`config.mk`:
```
export PLATFORM = sky130hd
export DESIGN_NAME = wake_duty_timer
export DESIGN_NICKNAME = d
export VERILOG_FILES = /design/src/rtl/wut_pkg.sv /design/src/rtl/wut_base.sv /design/src/rtl/wut_window.sv /design/src/rtl/wut_battery.sv /design/src/rtl/wut_calib.sv /design/src/rtl/wake_duty_timer.sv
export SDC_FILE = /design/constraint.sdc
export NUM_CORES = 1
export LEC_CHECK = 0
export ABC_AREA = 1
export BUFFER_PORTS_ARGS = -buffer_cell sky130_fd_sc_hd__buf_2
export CAP_MARGIN = 20
export CELL_PAD_IN_SITES_DETAIL_PLACEMENT = 1
export CELL_PAD_IN_SITES_GLOBAL_PLACEMENT = 1
export CORE_AREA = 2 2 102 104
export CTS_CLUSTER_SIZE = 20
export DETAILED_ROUTE_END_ITERATION = 6
export DIE_AREA = 0 0 104 106
export PLACE_DENSITY_LB_ADDON = 0.1
export REMOVE_ABC_BUFFERS = 1
export SYNTH_ARGS = -nofsm -noshare
export SYNTH_HDL_FRONTEND = slang
export SYNTH_SLANG_ARGS = --single-unit
```
`constraint.sdc`:
```
create_clock -name clk -period 5 [get_ports clk]
set_clock_uncertainty 0.2 [all_clocks]
set_input_delay 0.75 -clock clk [delete_from_list [all_inputs] [get_ports clk]]
set_output_delay 0.75 -clock clk [all_outputs]
set_load 0.005 [all_outputs]
```
`src/rtl/wut_pkg.sv`:
```
// Shared constants and types for the duty-cycled wake timer.
package wut_pkg;
    // One period unit is 4 ticks scaled by 2^exp; this is the log2 of the 4.
    localparam int UNIT_SHIFT = 2;

    // State of the transmit window.
    typedef enum logic {
        WIN_SHUT = 1'b0,
        WIN_OPEN = 1'b1
    } win_state_e;
endpackage

```
`src/rtl/wut_base.sv`:
```
// Period generator. A prescaler divides ticks into units of 4*2^exp ticks,
// and a mantissa counter counts units up to one expiry.
// Assumes tick_en is at most one strobe per clock. The configuration is
// captured in shadow registers, and any difference restarts both counters.
module wut_base
    import wut_pkg::*;
#(
    parameter int MANT_W = 8,
    parameter int EXP_W  = 4
) (
    input  logic              clk,
    input  logic              rst_n,
    input  logic              tick_en,
    input  logic              cfg_en,
    input  logic [MANT_W-1:0] cfg_mant,
    input  logic [EXP_W-1:0]  cfg_exp,
    output logic              unit_tick,
    output logic              expire,
    output logic              restart
);
    localparam int EXP_MAX = (1 << EXP_W) - 1;
    localparam int PRE_W   = EXP_MAX + UNIT_SHIFT;

    logic              sh_en;
    logic [MANT_W-1:0] sh_mant;
    logic [EXP_W-1:0]  sh_exp;
    logic [PRE_W-1:0]  pre_q;
    logic [PRE_W-1:0]  pre_lim;
    logic [MANT_W-1:0] cnt_q;
    logic              mant_zero;

    assign restart   = (cfg_en != sh_en) || (cfg_mant != sh_mant) || (cfg_exp != sh_exp);
    assign pre_lim   = (PRE_W'(1) << (int'(sh_exp) + UNIT_SHIFT)) - PRE_W'(1);
    assign mant_zero = (sh_mant == '0);
    assign unit_tick = tick_en && sh_en && !restart && (pre_q == pre_lim);
    assign expire    = unit_tick && !mant_zero && (cnt_q == sh_mant - MANT_W'(1));

    // Shadow copy of the timer configuration, used for change detection.
    always_ff @(posedge clk) begin
        if (!rst_n) begin
            sh_en   <= 1'b0;
            sh_mant <= '0;
            sh_exp  <= '0;
        end else begin
            sh_en   <= cfg_en;
            sh_mant <= cfg_mant;
            sh_exp  <= cfg_exp;
        end
    end

    // Prescaler: counts ticks within one unit.
    always_ff @(posedge clk) begin
        if (!rst_n || restart || !sh_en) begin
            pre_q <= '0;
        end else if (tick_en) begin
            pre_q <= (pre_q == pre_lim) ? '0 : pre_q + PRE_W'(1);
        end
    end

    // Mantissa counter: counts units within one period.
    always_ff @(posedge clk) begin
        if (!rst_n || restart || !sh_en || mant_zero) begin
            cnt_q <= '0;
        end else if (unit_tick) begin
            cnt_q <= expire ? '0 : cnt_q + MANT_W'(1);
        end
    end

    p_cnt_bound_r1: assert property (@(posedge clk) disable iff (!rst_n)
        !mant_zero |-> (cnt_q < sh_mant));
    p_restart_clears_r4: assert property (@(posedge clk) disable iff (!rst_n)
        restart |=> (pre_q == '0 && cnt_q == '0));
    p_expire_cfg_r3: assert property (@(posedge clk) disable iff (!rst_n)
        expire |-> (cfg_en && cfg_mant != '0));
endmodule

```
`src/rtl/wut_window.sv`:
```
// Transmit-window timer. It opens on an expiry in duty mode and counts
// duty_len units of the shared prescaler, or closes early on pkt_done.
// Assumes unit_tick and expire come from the same base; expire implies unit_tick.
module wut_window
    import wut_pkg::*;
#(
    parameter int LDC_W = 8
) (
    input  logic             clk,
    input  logic             rst_n,
    input  logic             unit_tick,
    input  logic             expire,
    input  logic             restart,
    input  logic             duty_en,
    input  logic [LDC_W-1:0] duty_len,
    input  logic             pkt_done,
    output logic             tx_req
);
    win_state_e       st_q;
    logic [LDC_W-1:0] wcnt_q;
    logic             open_now;
    logic             last_unit;

    assign open_now  = expire && duty_en && (duty_len != '0);
    assign last_unit = (wcnt_q + LDC_W'(1)) >= duty_len;
    assign tx_req    = (st_q == WIN_OPEN);

    // Window state and unit count; priority is restart, open, pkt_done, expiry of length.
    always_ff @(posedge clk) begin
        if (!rst_n || restart) begin
            st_q   <= WIN_SHUT;
            wcnt_q <= '0;
        end else if (open_now) begin
            st_q   <= WIN_OPEN;
            wcnt_q <= '0;
        end else if (st_q == WIN_OPEN && pkt_done) begin
            st_q   <= WIN_SHUT;
            wcnt_q <= '0;
        end else if (st_q == WIN_OPEN && unit_tick) begin
            if (last_unit) begin
                st_q   <= WIN_SHUT;
                wcnt_q <= '0;
            end else begin
                wcnt_q <= wcnt_q + LDC_W'(1);
            end
        end
    end

    p_pkt_done_closes_r6: assert property (@(posedge clk) disable iff (!rst_n)
        (tx_req && pkt_done && !expire && !restart) |=> !tx_req);
    p_win_opens_r5: assert property (@(posedge clk) disable iff (!rst_n)
        (expire && duty_en && duty_len != '0 && !restart) |=> tx_req);
    p_win_source_r5: assert property (@(posedge clk) disable iff (!rst_n)
        (!tx_req && !expire) |=> !tx_req);
endmodule

```
`src/rtl/wut_battery.sv`:
```
// Low-battery monitor. Compares the battery code with the threshold code
// on each expiry and keeps a sticky flag. Both codes share one linear scale.
module wut_battery #(
    parameter int CODE_W = 5
) (
    input  logic              clk,
    input  logic              rst_n,
    input  logic              expire,
    input  logic              batt_en,
    input  logic [CODE_W-1:0] batt_thresh,
    input  logic [CODE_W-1:0] batt_code,
    input  logic              batt_clr,
    output logic              low_batt
);
    logic set_now;

    assign set_now = expire && batt_en && (batt_code < batt_thresh);

    // Sticky flag: a set has priority over a clear in the same cycle.
    always_ff @(posedge clk) begin
        if (!rst_n) begin
            low_batt <= 1'b0;
        end else if (set_now) begin
            low_batt <= 1'b1;
        end else if (batt_clr) begin
            low_batt <= 1'b0;
        end
    end

    p_flag_sticky_r8: assert property (@(posedge clk) disable iff (!rst_n)
        (low_batt && !batt_clr) |=> low_batt);
    p_flag_source_r7: assert property (@(posedge clk) disable iff (!rst_n)
        (!low_batt && !(expire && batt_en)) |=> !low_batt);
endmodule

```
`src/rtl/wut_calib.sv`:
```
// Recalibration scheduler. Counts expiries and raises a held request on
// every 2^cal_period-th one. The count resets on restart or when disabled.
module wut_calib #(
    parameter int CAL_W = 3
) (
    input  logic             clk,
    input  logic             rst_n,
    input  logic             expire,
    input  logic             restart,
    input  logic             cal_en,
    input  logic [CAL_W-1:0] cal_period,
    input  logic             cal_ack,
    output logic             cal_req
);
    localparam int CNT_W = 1 << CAL_W;

    logic [CNT_W-1:0] ecnt_q;
    logic [CNT_W-1:0] ecnt_lim;
    logic             due;

    assign ecnt_lim = (CNT_W'(1) << cal_period) - CNT_W'(1);
    assign due      = expire && cal_en && (ecnt_q >= ecnt_lim);

    // Expiry counter within one calibration interval.
    always_ff @(posedge clk) begin
        if (!rst_n || restart || !cal_en) begin
            ecnt_q <= '0;
        end else if (expire) begin
            ecnt_q <= due ? '0 : ecnt_q + CNT_W'(1);
        end
    end

    // Held request: a new request has priority over an acknowledge.
    always_ff @(posedge clk) begin
        if (!rst_n) begin
            cal_req <= 1'b0;
        end else if (due) begin
            cal_req <= 1'b1;
        end else if (cal_ack) begin
            cal_req <= 1'b0;
        end
    end

    p_req_hold_r9: assert property (@(posedge clk) disable iff (!rst_n)
        (cal_req && !cal_ack) |=> cal_req);
    p_req_source_r9: assert property (@(posedge clk) disable iff (!rst_n)
        (!cal_req && !(expire && cal_en)) |=> !cal_req);
endmodule

```
`src/rtl/wake_duty_timer.sv`:
```
// Duty-cycled wake timer top. Ties the period generator to the transmit
// window, the battery monitor and the recalibration scheduler, and registers
// the wake interrupt. Assumes tick_en is a single-cycle strobe per slow tick.
module wake_duty_timer #(
    parameter int MANT_W = 8,
    parameter int EXP_W  = 4,
    parameter int LDC_W  = 8,
    parameter int CODE_W = 5,
    parameter int CAL_W  = 3
) (
    input  logic              clk,
    input  logic              rst_n,
    input  logic              tick_en,
    input  logic              tmr_en,
    input  logic [MANT_W-1:0] tmr_mant,
    input  logic [EXP_W-1:0]  tmr_exp,
    input  logic              irq_en,
    input  logic              duty_en,
    input  logic [LDC_W-1:0]  duty_len,
    input  logic              pkt_done,
    input  logic              batt_en,
    input  logic [CODE_W-1:0] batt_thresh,
    input  logic [CODE_W-1:0] batt_code,
    input  logic              batt_clr,
    input  logic              cal_en,
    input  logic [CAL_W-1:0]  cal_period,
    input  logic              cal_ack,
    output logic              wake_irq,
    output logic              tx_req,
    output logic              low_batt,
    output logic              cal_req
);
    logic unit_tick;
    logic expire;
    logic restart;

    wut_base #(.MANT_W(MANT_W), .EXP_W(EXP_W)) u_base (
        .clk(clk), .rst_n(rst_n), .tick_en(tick_en),
        .cfg_en(tmr_en), .cfg_mant(tmr_mant), .cfg_exp(tmr_exp),
        .unit_tick(unit_tick), .expire(expire), .restart(restart)
    );

    wut_window #(.LDC_W(LDC_W)) u_window (
        .clk(clk), .rst_n(rst_n), .unit_tick(unit_tick), .expire(expire),
        .restart(restart), .duty_en(duty_en), .duty_len(duty_len),
        .pkt_done(pkt_done), .tx_req(tx_req)
    );

    wut_battery #(.CODE_W(CODE_W)) u_battery (
        .clk(clk), .rst_n(rst_n), .expire(expire), .batt_en(batt_en),
        .batt_thresh(batt_thresh), .batt_code(batt_code),
        .batt_clr(batt_clr), .low_batt(low_batt)
    );

    wut_calib #(.CAL_W(CAL_W)) u_calib (
        .clk(clk), .rst_n(rst_n), .expire(expire), .restart(restart),
        .cal_en(cal_en), .cal_period(cal_period), .cal_ack(cal_ack),
        .cal_req(cal_req)
    );

    // Wake interrupt: one registered pulse per enabled expiry.
    always_ff @(posedge clk) begin
        if (!rst_n) begin
            wake_irq <= 1'b0;
        end else begin
            wake_irq <= expire && irq_en;
        end
    end

    p_irq_pulse_r1: assert property (@(posedge clk) disable iff (!rst_n)
        wake_irq |=> !wake_irq);
    p_irq_gate_r2: assert property (@(posedge clk) disable iff (!rst_n)
        !irq_en |=> !wake_irq);
endmodule

```
; Word-level counts from Yosys, hierarchy flattened
; Cells that the tools add are included.
[totals]
reg_bits = 58
inputBits = 44
out_inout_bits = 4
elab_cells = 74
[classes]
n_addsub = 8
order_cmp = 3
n_eq_ne = 5
shift = 2
mux = 12
reduce_logical = 33
[op_table]
columns = operator, n
row1 = $shl 1x32->17 const A, 1
row2 = $add 8x1->8 const B, 3
row3 = $mux 8, 3
row4 = $add 17x1->17 const B, 1
row5 = $eq 17x17->1, 1
row6 = $mux 17, 1
row7 = $sub 17x2->17 const B, 1
row8 = $ge 8x8->1, 2
row9 = $logic_and 1x1->1, 14
row10 = $eq 8x8->1, 1
row11 = $logic_not 8->1, 1
row12 = $mux 1, 8
row13 = $ne 8x8->1, 1
row14 = $reduce_bool 8->1, 1
row15 = $shl 1x3->8 const A, 1
row16 = $sub 8x1->8 const B, 1
row17 = $sub 8x2->8 const B, 1
row18 = $logic_or 1x1->1, 6
row19 = $reduce_bool 3->1, 2
row20 = $add 4x2->5 const B, 1
row21 = $logic_not 1->1, 5
row22 = $lt 5x5->1, 1
row23 = $ne 4x4->1, 1
row24 = $reduce_bool 2->1, 2
row25 = other kinds (3), 3

; Longest topological paths before layout
[logic_depth]
word_depth = 12
ltp_mapped = 24
mapped_depth_nobuf = 24

; Modules after synthesis
; Synthesis repeated with hierarchy kept, for this count alone.
[unflattened]
cells_unflattened = 694
hier_area_um2 = 4464.3
[modules_own_cells]
columns = mod, n_inst, cells_per_inst, area_each_um2
row1 = wut_base, 1, 463, 2886.5
row2 = wut_window, 1, 110, 740.7
row3 = wut_calib, 1, 90, 635.6
row4 = wut_battery, 1, 27, 167.7
row5 = wake_duty_timer, 1, 4, 33.8

; Least setup slack after synthesis
; OpenSTA, ideal clock, no wires.
[synth_timing]
kind = register -> register
startpoint = register u_base.sh_exp[2]
endpoint = register u_window.wcnt_q[0]
t_arrival_ns = 2.649
required_time_ns = 4.683
setup_slack_ns = 2.035
path_stages_with_launch = 18
synth_period_minus_slack_ns = 2.965
cell_sequence = dfxtp_1 ha_1 buf_2 nor2_2 nand2_1 ha_1 xor2_1 nand3_1 nor2_1 nand3_1 nor2_1 nand3_1 nor2_4 nand4_4 inv_2 nand3_2 nand2_2 nor2_1
[synth_between]
elab_chain_len = 10
elab_cells_between_ends = 16
[synth_lines]
columns = element, line_no
row1 = start: declaration, wut_base.sv:26  ; logic [EXP_W-1:0] sh_exp;
row2 = start signal: assignment, wut_base.sv:47  ; sh_exp <= cfg_exp;
row3 = $add 4x2->5 or $ne 4x4->1 (tied branches), "wut_base.sv:33, wut_base.sv:32"
row4 = $shl 1x32->17 or $logic_or 1x1->1 (tied branches), "wut_base.sv:33, wut_base.sv:32"
row5 = $sub 17x2->17 or $logic_not 1->1 (tied branches), "wut_base.sv:33, wut_base.sv:35"
row6 = $eq 17x17->1 or $logic_and 1x1->1 (tied branches), wut_base.sv:35  ; assign unit_tick = tick_en && sh_en && !restart && (pre_q == pre_lim);
row7 = $logic_and 1x1->1, wut_base.sv:35
row8 = $logic_and 1x1->1 (2 in series), wut_base.sv:36  ; assign expire = unit_tick && !mant_zero && (cnt_q == sh_mant - MANT_W'(1));
row9 = $logic_and 1x1->1 (2 in series), wut_window.sv:24  ; assign open_now = expire && duty_en && (duty_len != '0);
row10 = $reduce_or 3->1 (no line), n/a
row11 = end signal: assignment, wut_window.sv:44  ; wcnt_q <= wcnt_q + LDC_W'(1);
row12 = end: declaration, wut_window.sv:20  ; logic [LDC_W-1:0] wcnt_q;
; Several ways; a longest one is shown, not always the timed one.
; A chain may end at the register's enable or synchronous reset.

; Worst setup path in the final report
[layout_timing]
startpoint = register u_base.sh_exp[1]
endpoint = register u_window.wcnt_q[2]
; Same word-level chain as after synthesis.

==> metrics <==
Synth Area in XOR/XNOR 0.0842; CP max stage cell dfxtp_1; # fillers around 1400; final setup margin between 1 and 1.5 ns; critical path endpoint category flip-flop; Final setup viols 0; starting density of the core 0.437; Leakage approximately 2.3 nW; Nets 813; Worst-Skew Late Latency 0.35 ns; WHS Path Cells 2; Synth area leaders dfxtp_1 27%, nand2_1 16%, inv_1 8.8%; met1 wire length between 5000 and 6000 µm; Met3 Routed Length 331 µm; share of layout cells above drive strength 1 0.115; die height 106 µm; wire length per cell 14.0 µm; Die W between 100 and 150 µm; Seq pwr share 0.410; Post-DP HPWL 10100 µm; hold crit path type flip-flop to flip-flop; Net Sw Frac 0.273; cell with the most instances after synthesis nand2_1; top post-synthesis cells by count 181 x nand2_1, 103 x inv_1, 95 x nor2_1, 58 x dfxtp_1, 52 x nand3_1; TritonRoute pass-1 iters 4; Main synth FF type dfxtp_1; VDD IR-drop max about 0.00016 V; post-synthesis cell count 690; pre-CTS setup slack 1.05 ns; hold_buf cts 0; Worst Path Arrival 4.01 ns; core area between 9000 and 10000 µm²; Num CTS Buffers 9; RSZ-0062 raised after global routing false; status completed; Port Buf Inserts between 40 and 50; Max H-tree Level 3; Period minus WS final 3.98 ns; Worst R2R Start u_base.sh_exp[1]$_SDFF_PN0_; fin. max-slew vios 0; Synth async-reset ratio 0; Fin. Hold Viols 0; R2R setup slack 1.02 ns; clk root buf clkbuf_8; worst-margin pin slew 0.623 ns; Peak Freq around 0.25 GHz; hold_ws 0.274 ns; clk sinks between 50 and 60; Yosys top cell area share 0.266; Final ANT Viol Nets 0; crit-path cells ha_1 -> inv_1 -> nand2_1 -> nand2_1 -> nor2_2 -> nand2_1 -> ha_1 -> xor2_1 -> nand3_1 -> nor2_1 -> nand3_1 -> nor2_1 -> nand3_1 -> nor2_4 -> nand4_4 -> inv_2 -> nand3_2 -> nand2_2 -> nor2_1; crit-path max FO 13; first-pass GRT wire length around 21000 µm; Initial DRC Count 88; EDFF count, synth 0; Post-Syn Area 4370 µm²; Worst Hold Launch u_battery.low_batt$_SDFFE_PN0P_; CTS tree done; combinational share of power 0.153; P&R area growth vs syn 13.6%; number of max-cap violations 0; P per Cell Area approximately 230 nW/µm²; Final GP Congestion 0.858; vias in the first global route 4598; slew margin rel. 0.584; CTS Buffer Depth 2; Synth cell types 38; adder-cell area share of the yosys netlist 0.0830; Tcrit/Tclk final 0.795; Synth Area in Simple Gates 0.390; startpoint types flip-flop; CP peak stage delay 0.51 ns; initial antenna violation count 1; Worst-path clk slew 0.07 ns; DRC violations left 0; Clock power frac 0.437; # rows 37; postcts setup bufs 0; post-synthesis mux area share 0; drt total wl 12300 µm; # resized after CTS 0; Core Util, Final 0.496; DR vias/cell 5.01; area fraction in compound gates after synthesis 0.0721; Cell Area, Placed 4730 µm²; setup TNS 0 ns; GRT Overall Usage 0.236; P_sw 0.316 mW; R2R depth 19; Ports 48; #FFs+latches synth 58; CP required 5.04 ns; Internal 0.843 mW; largest net degree at the start of global routing 19; main combinational cell family by area after synthesis simple AND/OR/NAND/NOR gates; synth warn 0; metal2 WL 6090 µm; Synth Area per Inst 6.33 µm²; crit path kind flip-flop to flip-flop; total gr overflow 0; post-synthesis sequential area ratio 0.266; cell taking the most area after synthesis dfxtp_1; total number of vias about 4400; post-route cell area 4960 µm²; DR top layer met4; critical path startpoint u_base.sh_exp[1]$_SDFF_PN0_; area of the die 11000 µm²
==> state kept, by name, summed over array words and instances, names as in the netlist <==
register,flops
u_base.sh_exp,4
u_battery.low_batt,1
u_base.cnt_q,8
u_window.tx_req,1
u_base.pre_q,17
u_base.sh_mant,8
u_base.sh_en,1
u_calib.ecnt_q,8
u_calib.cal_req,1
u_window.wcnt_q,8
wake_irq,1
==> kinds of logic after synthesis <==
family          after synthesis
buf+inv                     117
fa+ha+maj                    29
other cells                   1
simple gates                385
flops                        58
compound gates               58
xor+xnor                     42
==> power groups by stage <==
stage	registers, mW	logic [mW]	clock network [mW]
after floorplan	0.484	0.119	0
after global placement	0.486	0.169	0
after detailed placement	0.486	0.177	0
after CTS	0.475	0.178	0.518
after global routing	0.476	0.205	0.540
final	0.476	0.177	0.506
==> worst paths after layout <==
check | to
setup / recovery | u_window.wcnt_q[2]$_SDFFE_PP0P_
hold / removal | u_battery.low_batt$_SDFFE_PN0P_
hold reg to reg | u_battery.low_batt$_SDFFE_PN0P_
setup reg to reg | u_window.wcnt_q[2]$_SDFFE_PP0P_
==> critical path, delay by kind of cell, from the launching register on <==
family	cells	cell delay, ns
xor+xnor	1	0.17
fa+ha+maj	2	0.58
buf+inv	2	0.29
flops	1	0.51
simple gates	14	2.10
==> metal layers <==
layer	vias to the layer above	GRT usage
met4	0	0.115
met2	66	0.429
li1	2268	-
met1	2054	0.272
met3	28	0.0319
met5	-	0
==> through the flow <==
step	cells	power, mW
floorplan	682	0.603
global placement	865	0.655
detailed placement	865	0.663
CTS	881	1.17
global route	882	1.22
finish	882	1.16
==> layout by cell type, fill, tap and decap left out, types with 3 or more instances in the layout <==
cell type	n
nor2_4	4
o21ai_1	3
o21ai_0	20
inv_1	103
ha_1	29
nand4_1	9
nand2_1	181
nor2_2	6
clkbuf_8	11
dfxtp_1	58
a21oi_1	26
nor4_1	5
nand3_1	52
nand3_2	3
nand2_2	3
xor2_1	30
nor2_1	95
xnor2_1	12
nor3_1	12
inv_2	4
nor3b_1	5
buf_2	47
nand3b_1	4
==> layout make-up <==
type / count / area [µm²] / area share
repair buffers: 47 / 235 / 0.0474
well taps: 136 / 170 / 0.0343
flip-flops and latches: 58 / 1160 / 0.234
clock inverters: 4 / 73.8 / 0.0149
inverters: 109 / 409 / 0.0824
clock buffers: 12 / 155 / 0.0313
multi-input cells: 515 / 2760 / 0.555
diodes: 1 / 2.50 / 0.000504
(Power assumes the default switching activity.)
